--- src/rtl/intc_pkg.sv ---
// Shared definitions for the dual-line interrupt controller.
// Assumes a 5-bit word address; control registers sit in set/clear pairs.
package intc_pkg;

    localparam int ADDR_W = 5;

    // Index of each paired control register (address = 2*index + is_clear).
    localparam int CTL_CFG0  = 0;
    localparam int CTL_CFG1  = 1;
    localparam int CTL_CFG2  = 2;
    localparam int CTL_ROUTE = 3;
    localparam int CTL_SRC   = 4;
    localparam int CTL_MASK  = 5;
    localparam int CTL_WAKE  = 6;
    localparam int CTL_COUNT = 7;

    // Word addresses outside the paired block.
    localparam logic [ADDR_W-1:0] A_RISE_CLR = 5'd14;
    localparam logic [ADDR_W-1:0] A_FALL_CLR = 5'd15;
    localparam logic [ADDR_W-1:0] A_PEND0    = 5'd16;
    localparam logic [ADDR_W-1:0] A_PEND1    = 5'd17;

    // Trigger codes {cfg2,cfg1,cfg0}.
    typedef enum logic [2:0] {
        TRIG_OFF   = 3'b000,
        TRIG_RISE  = 3'b001,
        TRIG_FALL  = 3'b010,
        TRIG_BOTH  = 3'b011,
        TRIG_HIGH  = 3'b101,
        TRIG_LOW   = 3'b110
    } trig_e;

endpackage

--- src/rtl/intc_sync.sv ---
// Multi-stage synchroniser for a vector of asynchronous inputs.
// Assumes each bit is independent; no bus coherency is promised.
module intc_sync #(
    parameter int W      = 32,
    parameter int STAGES = 2
) (
    input  logic         clk,
    input  logic         rst_n,
    input  logic [W-1:0] d_i,
    output logic [W-1:0] q_o
);
    logic [W-1:0] stage_q [STAGES];

    // First stage samples the raw input.
    always_ff @(posedge clk) begin
        if (!rst_n) stage_q[0] <= '0;
        else        stage_q[0] <= d_i;
    end

    for (genvar s = 1; s < STAGES; s++) begin : g_stage
        // Each later stage re-samples the one before it.
        always_ff @(posedge clk) begin
            if (!rst_n) stage_q[s] <= '0;
            else        stage_q[s] <= stage_q[s-1];
        end
    end

    assign q_o = stage_q[STAGES-1];
endmodule

--- src/rtl/intc_detect.sv ---
// Per-source trigger evaluation: edge capture flags and level following.
// Assumes lvl_i is already synchronous; flag set wins over a same-cycle clear.
module intc_detect
    import intc_pkg::*;
#(
    parameter int N = 32
) (
    input  logic         clk,
    input  logic         rst_n,
    input  logic [N-1:0] lvl_i,
    input  logic [N-1:0] cfg0_i,
    input  logic [N-1:0] cfg1_i,
    input  logic [N-1:0] cfg2_i,
    input  logic [N-1:0] rise_clr_i,
    input  logic [N-1:0] fall_clr_i,
    output logic [N-1:0] rise_o,
    output logic [N-1:0] fall_o,
    output logic [N-1:0] active_o
);
    logic [N-1:0] prev_q;
    logic [N-1:0] rise_ev;
    logic [N-1:0] fall_ev;
    logic [N-1:0] code_dead;

    // Delay line used to spot transitions.
    always_ff @(posedge clk) begin
        if (!rst_n) prev_q <= '0;
        else        prev_q <= lvl_i;
    end

    for (genvar i = 0; i < N; i++) begin : g_src
        trig_e code;
        assign code = trig_e'({cfg2_i[i], cfg1_i[i], cfg0_i[i]});
        assign rise_ev[i] = lvl_i[i] & ~prev_q[i] &
                            ((code == TRIG_RISE) || (code == TRIG_BOTH));
        assign fall_ev[i] = ~lvl_i[i] & prev_q[i] &
                            ((code == TRIG_FALL) || (code == TRIG_BOTH));

        // Rising capture flag: set by an event, cleared by software.
        always_ff @(posedge clk) begin
            if (!rst_n)             rise_o[i] <= 1'b0;
            else if (rise_ev[i])    rise_o[i] <= 1'b1;
            else if (rise_clr_i[i]) rise_o[i] <= 1'b0;
        end

        // Falling capture flag: set by an event, cleared by software.
        always_ff @(posedge clk) begin
            if (!rst_n)             fall_o[i] <= 1'b0;
            else if (fall_ev[i])    fall_o[i] <= 1'b1;
            else if (fall_clr_i[i]) fall_o[i] <= 1'b0;
        end

        // Decode whether this source is currently asserting.
        always_comb begin
            unique case (code)
                TRIG_RISE: active_o[i] = rise_o[i];
                TRIG_FALL: active_o[i] = fall_o[i];
                TRIG_BOTH: active_o[i] = rise_o[i] | fall_o[i];
                TRIG_HIGH: active_o[i] = lvl_i[i];
                TRIG_LOW:  active_o[i] = ~lvl_i[i];
                default:   active_o[i] = 1'b0;
            endcase
        end
    end

    assign code_dead = ~(cfg2_i | cfg1_i | cfg0_i) | (cfg2_i & ~(cfg1_i ^ cfg0_i));


    rise_capture_chk: assert property (@(posedge clk) disable iff (!rst_n)
        (|rise_ev) |=> ((rise_o & $past(rise_ev)) == $past(rise_ev)));


    fall_capture_chk: assert property (@(posedge clk) disable iff (!rst_n)
        (|fall_ev) |=> ((fall_o & $past(fall_ev)) == $past(fall_ev)));


    dead_code_quiet_chk: assert property (@(posedge clk) disable iff (!rst_n)
        (code_dead & active_o) == '0);
endmodule

--- src/rtl/intc_regs.sv ---
// Register bank: paired set/clear control registers and the read mux.
// Assumes single-cycle writes; reads are combinational from the address.
module intc_regs
    import intc_pkg::*;
#(
    parameter int N = 32
) (
    input  logic              clk,
    input  logic              rst_n,
    input  logic              wr_i,
    input  logic [ADDR_W-1:0] addr_i,
    input  logic [N-1:0]      wdata_i,
    output logic [N-1:0]      rdata_o,
    input  logic [N-1:0]      rise_i,
    input  logic [N-1:0]      fall_i,
    input  logic [N-1:0]      pend0_i,
    input  logic [N-1:0]      pend1_i,
    output logic [N-1:0]      ctl_o [CTL_COUNT],
    output logic [N-1:0]      rise_clr_o,
    output logic [N-1:0]      fall_clr_o
);
    localparam int PAIR_W = ADDR_W - 1;
    localparam int PAIR_TOP = 2 * CTL_COUNT;

    logic [N-1:0] ctl_q [CTL_COUNT];
    logic         in_pairs;
    logic [PAIR_W-1:0] pair_idx;

    assign in_pairs = (int'(addr_i) < PAIR_TOP);
    assign pair_idx = addr_i[ADDR_W-1:1];

    for (genvar r = 0; r < CTL_COUNT; r++) begin : g_ctl
        // Apply set or clear writes addressed to this register.
        always_ff @(posedge clk) begin
            if (!rst_n)
                ctl_q[r] <= '0;
            else if (wr_i && in_pairs && (int'(pair_idx) == r))
                ctl_q[r] <= addr_i[0] ? (ctl_q[r] & ~wdata_i) : (ctl_q[r] | wdata_i);
        end
        assign ctl_o[r] = ctl_q[r];
    end

    assign rise_clr_o = (wr_i && addr_i == A_RISE_CLR) ? wdata_i : '0;
    assign fall_clr_o = (wr_i && addr_i == A_FALL_CLR) ? wdata_i : '0;

    // Select read data by address.
    always_comb begin
        rdata_o = '0;
        if (in_pairs)                 rdata_o = ctl_q[pair_idx];
        else if (addr_i == A_RISE_CLR) rdata_o = rise_i;
        else if (addr_i == A_FALL_CLR) rdata_o = fall_i;
        else if (addr_i == A_PEND0)    rdata_o = pend0_i;
        else if (addr_i == A_PEND1)    rdata_o = pend1_i;
    end


    mask_set_chk: assert property (@(posedge clk) disable iff (!rst_n)
        (wr_i && addr_i == 5'(2*CTL_MASK)) |=>
        ((ctl_q[CTL_MASK] & $past(wdata_i)) == $past(wdata_i)));


    mask_clr_chk: assert property (@(posedge clk) disable iff (!rst_n)
        (wr_i && addr_i == 5'(2*CTL_MASK+1)) |=>
        ((ctl_q[CTL_MASK] & $past(wdata_i)) == '0));
endmodule

--- src/rtl/dual_line_intc.sv ---
// Top of the dual-line interrupt controller: input select, synchroniser,
// trigger detection, masking, routing to two request lines and wake.
// Assumes 32 sources by default and a 5-bit word-addressed register bus.
module dual_line_intc
    import intc_pkg::*;
#(
    parameter int N_SRC = 32,
    parameter int SYNC_STAGES = 2
) (
    input  logic              clk,
    input  logic              rst_n,
    input  logic              bus_wr_i,
    input  logic [4:0]        bus_addr_i,
    input  logic [N_SRC-1:0]  bus_wdata_i,
    output logic [N_SRC-1:0]  bus_rdata_o,
    input  logic [N_SRC-1:0]  dev_irq_i,
    input  logic [N_SRC-1:0]  pad_irq_i,
    output logic              req0_o,
    output logic              req1_o,
    output logic              wake_o
);
    logic [N_SRC-1:0] ctl [CTL_COUNT];
    logic [N_SRC-1:0] raw_sel;
    logic [N_SRC-1:0] synced;
    logic [N_SRC-1:0] rise_flags;
    logic [N_SRC-1:0] fall_flags;
    logic [N_SRC-1:0] rise_clr;
    logic [N_SRC-1:0] fall_clr;
    logic [N_SRC-1:0] active;
    logic [N_SRC-1:0] pend0;
    logic [N_SRC-1:0] pend1;

    // Choose each source's raw input by its source-select bit.
    assign raw_sel = (ctl[CTL_SRC] & dev_irq_i) | (~ctl[CTL_SRC] & pad_irq_i);

    intc_sync #(.W(N_SRC), .STAGES(SYNC_STAGES)) sync_i (
        .clk   (clk),
        .rst_n (rst_n),
        .d_i   (raw_sel),
        .q_o   (synced)
    );

    intc_detect #(.N(N_SRC)) detect_i (
        .clk        (clk),
        .rst_n      (rst_n),
        .lvl_i      (synced),
        .cfg0_i     (ctl[CTL_CFG0]),
        .cfg1_i     (ctl[CTL_CFG1]),
        .cfg2_i     (ctl[CTL_CFG2]),
        .rise_clr_i (rise_clr),
        .fall_clr_i (fall_clr),
        .rise_o     (rise_flags),
        .fall_o     (fall_flags),
        .active_o   (active)
    );

    intc_regs #(.N(N_SRC)) regs_i (
        .clk        (clk),
        .rst_n      (rst_n),
        .wr_i       (bus_wr_i),
        .addr_i     (bus_addr_i),
        .wdata_i    (bus_wdata_i),
        .rdata_o    (bus_rdata_o),
        .rise_i     (rise_flags),
        .fall_i     (fall_flags),
        .pend0_i    (pend0),
        .pend1_i    (pend1),
        .ctl_o      (ctl),
        .rise_clr_o (rise_clr),
        .fall_clr_o (fall_clr)
    );

    // Mask and steer active sources to their request line.
    assign pend0  = active & ctl[CTL_MASK] &  ctl[CTL_ROUTE];
    assign pend1  = active & ctl[CTL_MASK] & ~ctl[CTL_ROUTE];
    assign req0_o = |pend0;
    assign req1_o = |pend1;
    assign wake_o = |(active & ctl[CTL_WAKE]);


    mask_gates_req_chk: assert property (@(posedge clk) disable iff (!rst_n)
        (ctl[CTL_MASK] == '0) |-> (!req0_o && !req1_o));


    route_all_zero_chk: assert property (@(posedge clk) disable iff (!rst_n)
        (ctl[CTL_ROUTE] == '1) |-> !req1_o);


    wake_needs_enable_chk: assert property (@(posedge clk) disable iff (!rst_n)
        wake_o |-> (ctl[CTL_WAKE] != '0));
endmodule

--- config.mk ---
export PLATFORM = sky130hd
export DESIGN_NAME = dual_line_intc
export DESIGN_NICKNAME = d
export VERILOG_FILES = /design/src/rtl/intc_pkg.sv /design/src/rtl/intc_sync.sv /design/src/rtl/intc_detect.sv /design/src/rtl/intc_regs.sv /design/src/rtl/dual_line_intc.sv
export SDC_FILE = /design/constraint.sdc
export NUM_CORES = 1
export LEC_CHECK = 0
export ABC_CLOCK_PERIOD_IN_PS = 15800
export CORE_MARGIN = 4
export CORE_UTILIZATION = 40
export DETAILED_ROUTE_END_ITERATION = 6
export GPL_TIMING_DRIVEN = 0
export MAX_ROUTING_LAYER = met4
export SYNTH_ARGS = -nofsm -noshare
export SYNTH_HDL_FRONTEND = slang
export SYNTH_SLANG_ARGS = --single-unit
--- constraint.sdc ---
create_clock -name clk -period 15.8 [get_ports clk]
set_clock_uncertainty 0.05 [all_clocks]
set_input_delay 3.95 -clock clk [delete_from_list [all_inputs] [get_ports clk]]
set_output_delay 3.95 -clock clk [all_outputs]
set_load 0.05 [all_outputs]
==> metrics.md, run 1 <==
| Metric | Value |
|---|---|
| Status | complete, but fails checks |
| Failing checks | design-rule violations |
| # hold bufs at CTS | 0 |
| Worst-margin pin slew | about 1.4 ns |
| Async set-reset flop share out of synthesis | 0% |
| Cts bufs inserted | 44 |
| # clock sinks | 384 |
| GRT Util Overall | 29.40% |
| Drt via density | 6.266 |
| Hold Vio Cnt, Final | 0 |
| CTS tree | built |
| Layout Cells excl Fill | 2,945 |
| HP Class | reg -> reg |
| Worst-skew pair later-pin latency | 0.59 ns |
| Input/output buffers | 136 |
| IO Pins | 139 |
| Worst EP arrival | roughly 8.3 ns |
| Crit path top cell by count | clkbuf_1 |
| Crit end category | primary output |
| Share of cells above drive strength 1 | 7.149% |
| DRT antenna net count | 0 |
| Fin nets | 2,348 |
| Commonest cells after routing, fill and taps aside | edfxtp_1 (224), nor2_1 (220), nand2_1 (219) |
| Pins Over Slew Limit | 0 |
| Slew headroom | approximately 6% |
| Seq/Total Area, Yosys | between 40% and 50% |
| First-pass GRT wire length | 114.4 mm |
| # rows | 81 |
| Fin util | 49.18% |
| Post-synth net total | 2,153 |
| GP Congestion | 0.9762 |
| Yosys cell types | 56 |
| Setup CP Type | in -> out |
| Drt wl/cell | 26.93 um |
| CP Max Fanout | 10 |
| Die Height | 232.4 um |
| Power Density | between 100 and 150 nW/um^2 |
| Cell area after synthesis | 20,130 um^2 |
| Area Growth Syn to Fin | 20.57% |
| Vias post-DR | approximately 18,000 |
| Die width | 232.4 um |
| Drt total wl | 79.30 mm |
| Critical Path RT | 11.80 ns |
| Fmax | 0.08153 GHz |
| Final Setup Violations | 0 |
| Commonest non-fill, non-tap cell in the layout | edfxtp_1 |
| CP Launch Type | primary input |
| Slowest cell on the critical path | a31oi_1 |
| Hold Crit Depth | 1 |
| Max_cap viols | 0 |
| Leak | about 8.4 nW |
| H-tree Lvls | 2 |
| HPWL after DPL | around 56 mm |
| Setup TNS Final | 0 ns |
| Root buf cell | clkbuf_16 |
| Mean Syn Cell Area | 9.826 um^2 |
| Worst-path cell chain | clkdlybuf4s50_1 -> clkbuf_1 -> a31oi_1 -> clkbuf_1 -> clkbuf_1 -> a21oi_1 -> clkdlybuf4s50_1 |
| Primary FF master, synth | edfxtp_1 |
| Global route overflow | 0 |
| Setup Buffers After CTS | 0 |
| Number of flops mapped to enable cells by yosys | 224 |
| Layout fillers | around 4,600 |
| CP max stage delay | 0.92 ns |
| Placed cell count | 2,862 |
| Initial antenna violation count | 2 |
| Total power | approximately 0.0025 W |
| Vias in the first global route | between 15,000 and 20,000 |
| R2R depth | 2 |
| Worst-path clk slew | 0.06 ns |
| Post-CTS Resized | 0 |
| Residual DRC | 19 |
| Die ar. | 53,990 um^2 |
| Initial Utilization | 40.79% |
| Seq cells post-synth | roughly 380 |
| DR iter-0 viols | roughly 2,500 |
| Yosys warning count | 0 |
| Synth Instances | 2,049 |
| Core area | 49,360 um^2 |
| IR Drop Worst-Case VDD | ~0.000085 V |
| Largest net degree at the start of global routing | 22 |
| Crit share post-route | 77.63% |
| Max Root-Sink Buffers | 3 |
| Minimum clock period | 12.27 ns |
| RSZ-0062 raised after global routing | no |
| DRT Pass-1 Iters | 7 |
## layer usage
| metal | up-vias | GRT usage [%] | wire [um] |
|---|---|---|---|
| li1 | 8052 | - | - |
| met1 | 9021 | 38.28 | 31710 |
| met2 | 1140 | 43.14 | 34370 |
| met3 | 240 | 7.704 | 9246 |
| met4 | 0 | 13.28 | 3977 |
| met5 | - | - | 0 |
## critical path, delay by kind of cell
| kind | cells | cell delay (ns) |
|---|---|---|
| AOI/OAI and AO/OA | 2 | 1.20 |
| buffers and inverters | 5 | 3.10 |
## metrics by stage
stage	cell area (um^2)	hold slack [ns]	worst slack [ns]
3_3_place_gp	22330	0.3651	3.698
4_1_cts	24270	0.3810	3.736
5_1_grt	24270	0.3925	3.643
2_1_floorplan	20130	0.3619	5.721
3_5_place_dp	22730	0.3669	3.763
6_report	24270	0.3804	3.534
## cells by family (layout without fill, tap and decap cells)
group                  Yosys count  after routing  share of synthesized area, %
flip-flops                     384            384                         49.32
AO/OA/AOI/OAI                  517            517                         15.23
multiplexers                    99             99                         6.960
AND/OR/NAND/NOR                910            910                         25.69
buffers and inverters          137            368                         2.722
other                            0              1                             0
XOR/XNOR                         2              2                       0.08702
## power breakdown
part	leakage, nW	internal (W)	total [W]	switching (W)
logic	3.97	0.000114	0.000301	0.000187
registers	3.63	0.00110	0.00114	0.0000450
clock network	0.749	0.000657	0.00110	0.000448
## final timing paths
| kind | start | to | slack [ns] |
|---|---|---|---|
| max | bus_addr_i[3] | bus_rdata_o[15] | 3.53 |
| min | sync_i.stage_q[0][26] | sync_i.stage_q[1][26] | 0.38 |
| max reg2reg | regs_i.ctl_q[4][30] | sync_i.stage_q[0][30] | 14.58 |
| min reg2reg | sync_i.stage_q[0][26] | sync_i.stage_q[1][26] | 0.38 |
## synthesized netlist by cell type, drive strengths merged (2+ instances only)
cell type,count,area share [%]
nor4bb,28,1.4
o22ai,5,0.16
o21ai,162,4.0
buf,29,0.71
clkbuf,105,2.0
nand4,61,2.1
nand2b,95,3.0
nor4,5,0.23
o2bb2ai,6,0.26
nor3,2,0.050
and4bb,6,0.37
nor2,220,4.1
a211oi,8,0.30
edfxtp,224,33
nand3,28,0.72
mux2i,65,3.2
a22o,17,0.74
mux4,32,3.6
a21oi,202,5.0
or4,6,0.22
o31ai,11,0.41
a32oi,21,0.91
a22oi,16,0.60
dfxtp,160,16
or2b,11,0.41
nand4b,31,1.3
inv,3,0.056
nor2b,6,0.19
mux2,2,0.11
and2,67,2.1
o211ai,32,1.2
nand3b,67,2.5
nand2,219,4.1
nand4bb,31,1.7
and3b,18,0.78
xnor2,2,0.087
a221o,2,0.099
and3,4,0.12
a31o,31,1.3
## layout make-up
type,instances,area (um^2),area share (%)
inverter,3,11.26,0.04639
clock inverter,19,242.7,1.000
multi-input combinational,1528,9739,40.12
antenna,1,2.502,0.01031
buffer,134,536.8,2.211
sequential,384,9930,40.91
timing repair buffer,149,1684,6.938
tap,664,830.8,3.423
clock buffer,63,1297,5.345
## registers in the layout (all words and copies together) (netlist names)
signal / flops
detect_i.rise_o: 32
regs_i.ctl_q: 224
detect_i.prev_q: 32
detect_i.fall_o: 32
sync_i.stage_q: 64
(Power assumes the default switching activity.)
==> run 2, diff against run 1 <==
ABC_CLOCK_PERIOD_IN_PS = 10000   (was 15800)
clock period = 10 ns   (was 15.8 ns; I/O delays follow)
==> results of run 2 <==
The final DEF is identical to that of run 1. Status: complete, but fails checks: design-rule violations.
Main changes from that run: setup slack after placement 3.763 ns -> 0.8627 ns; setup slack after layout 3.534 ns -> 0.6344 ns; register-to-register setup slack 14.58 ns -> 8.78 ns; total power 0.002548 W -> 0.004025 W; worst IR drop on VDD 0.00008469 V -> 0.0001338 V
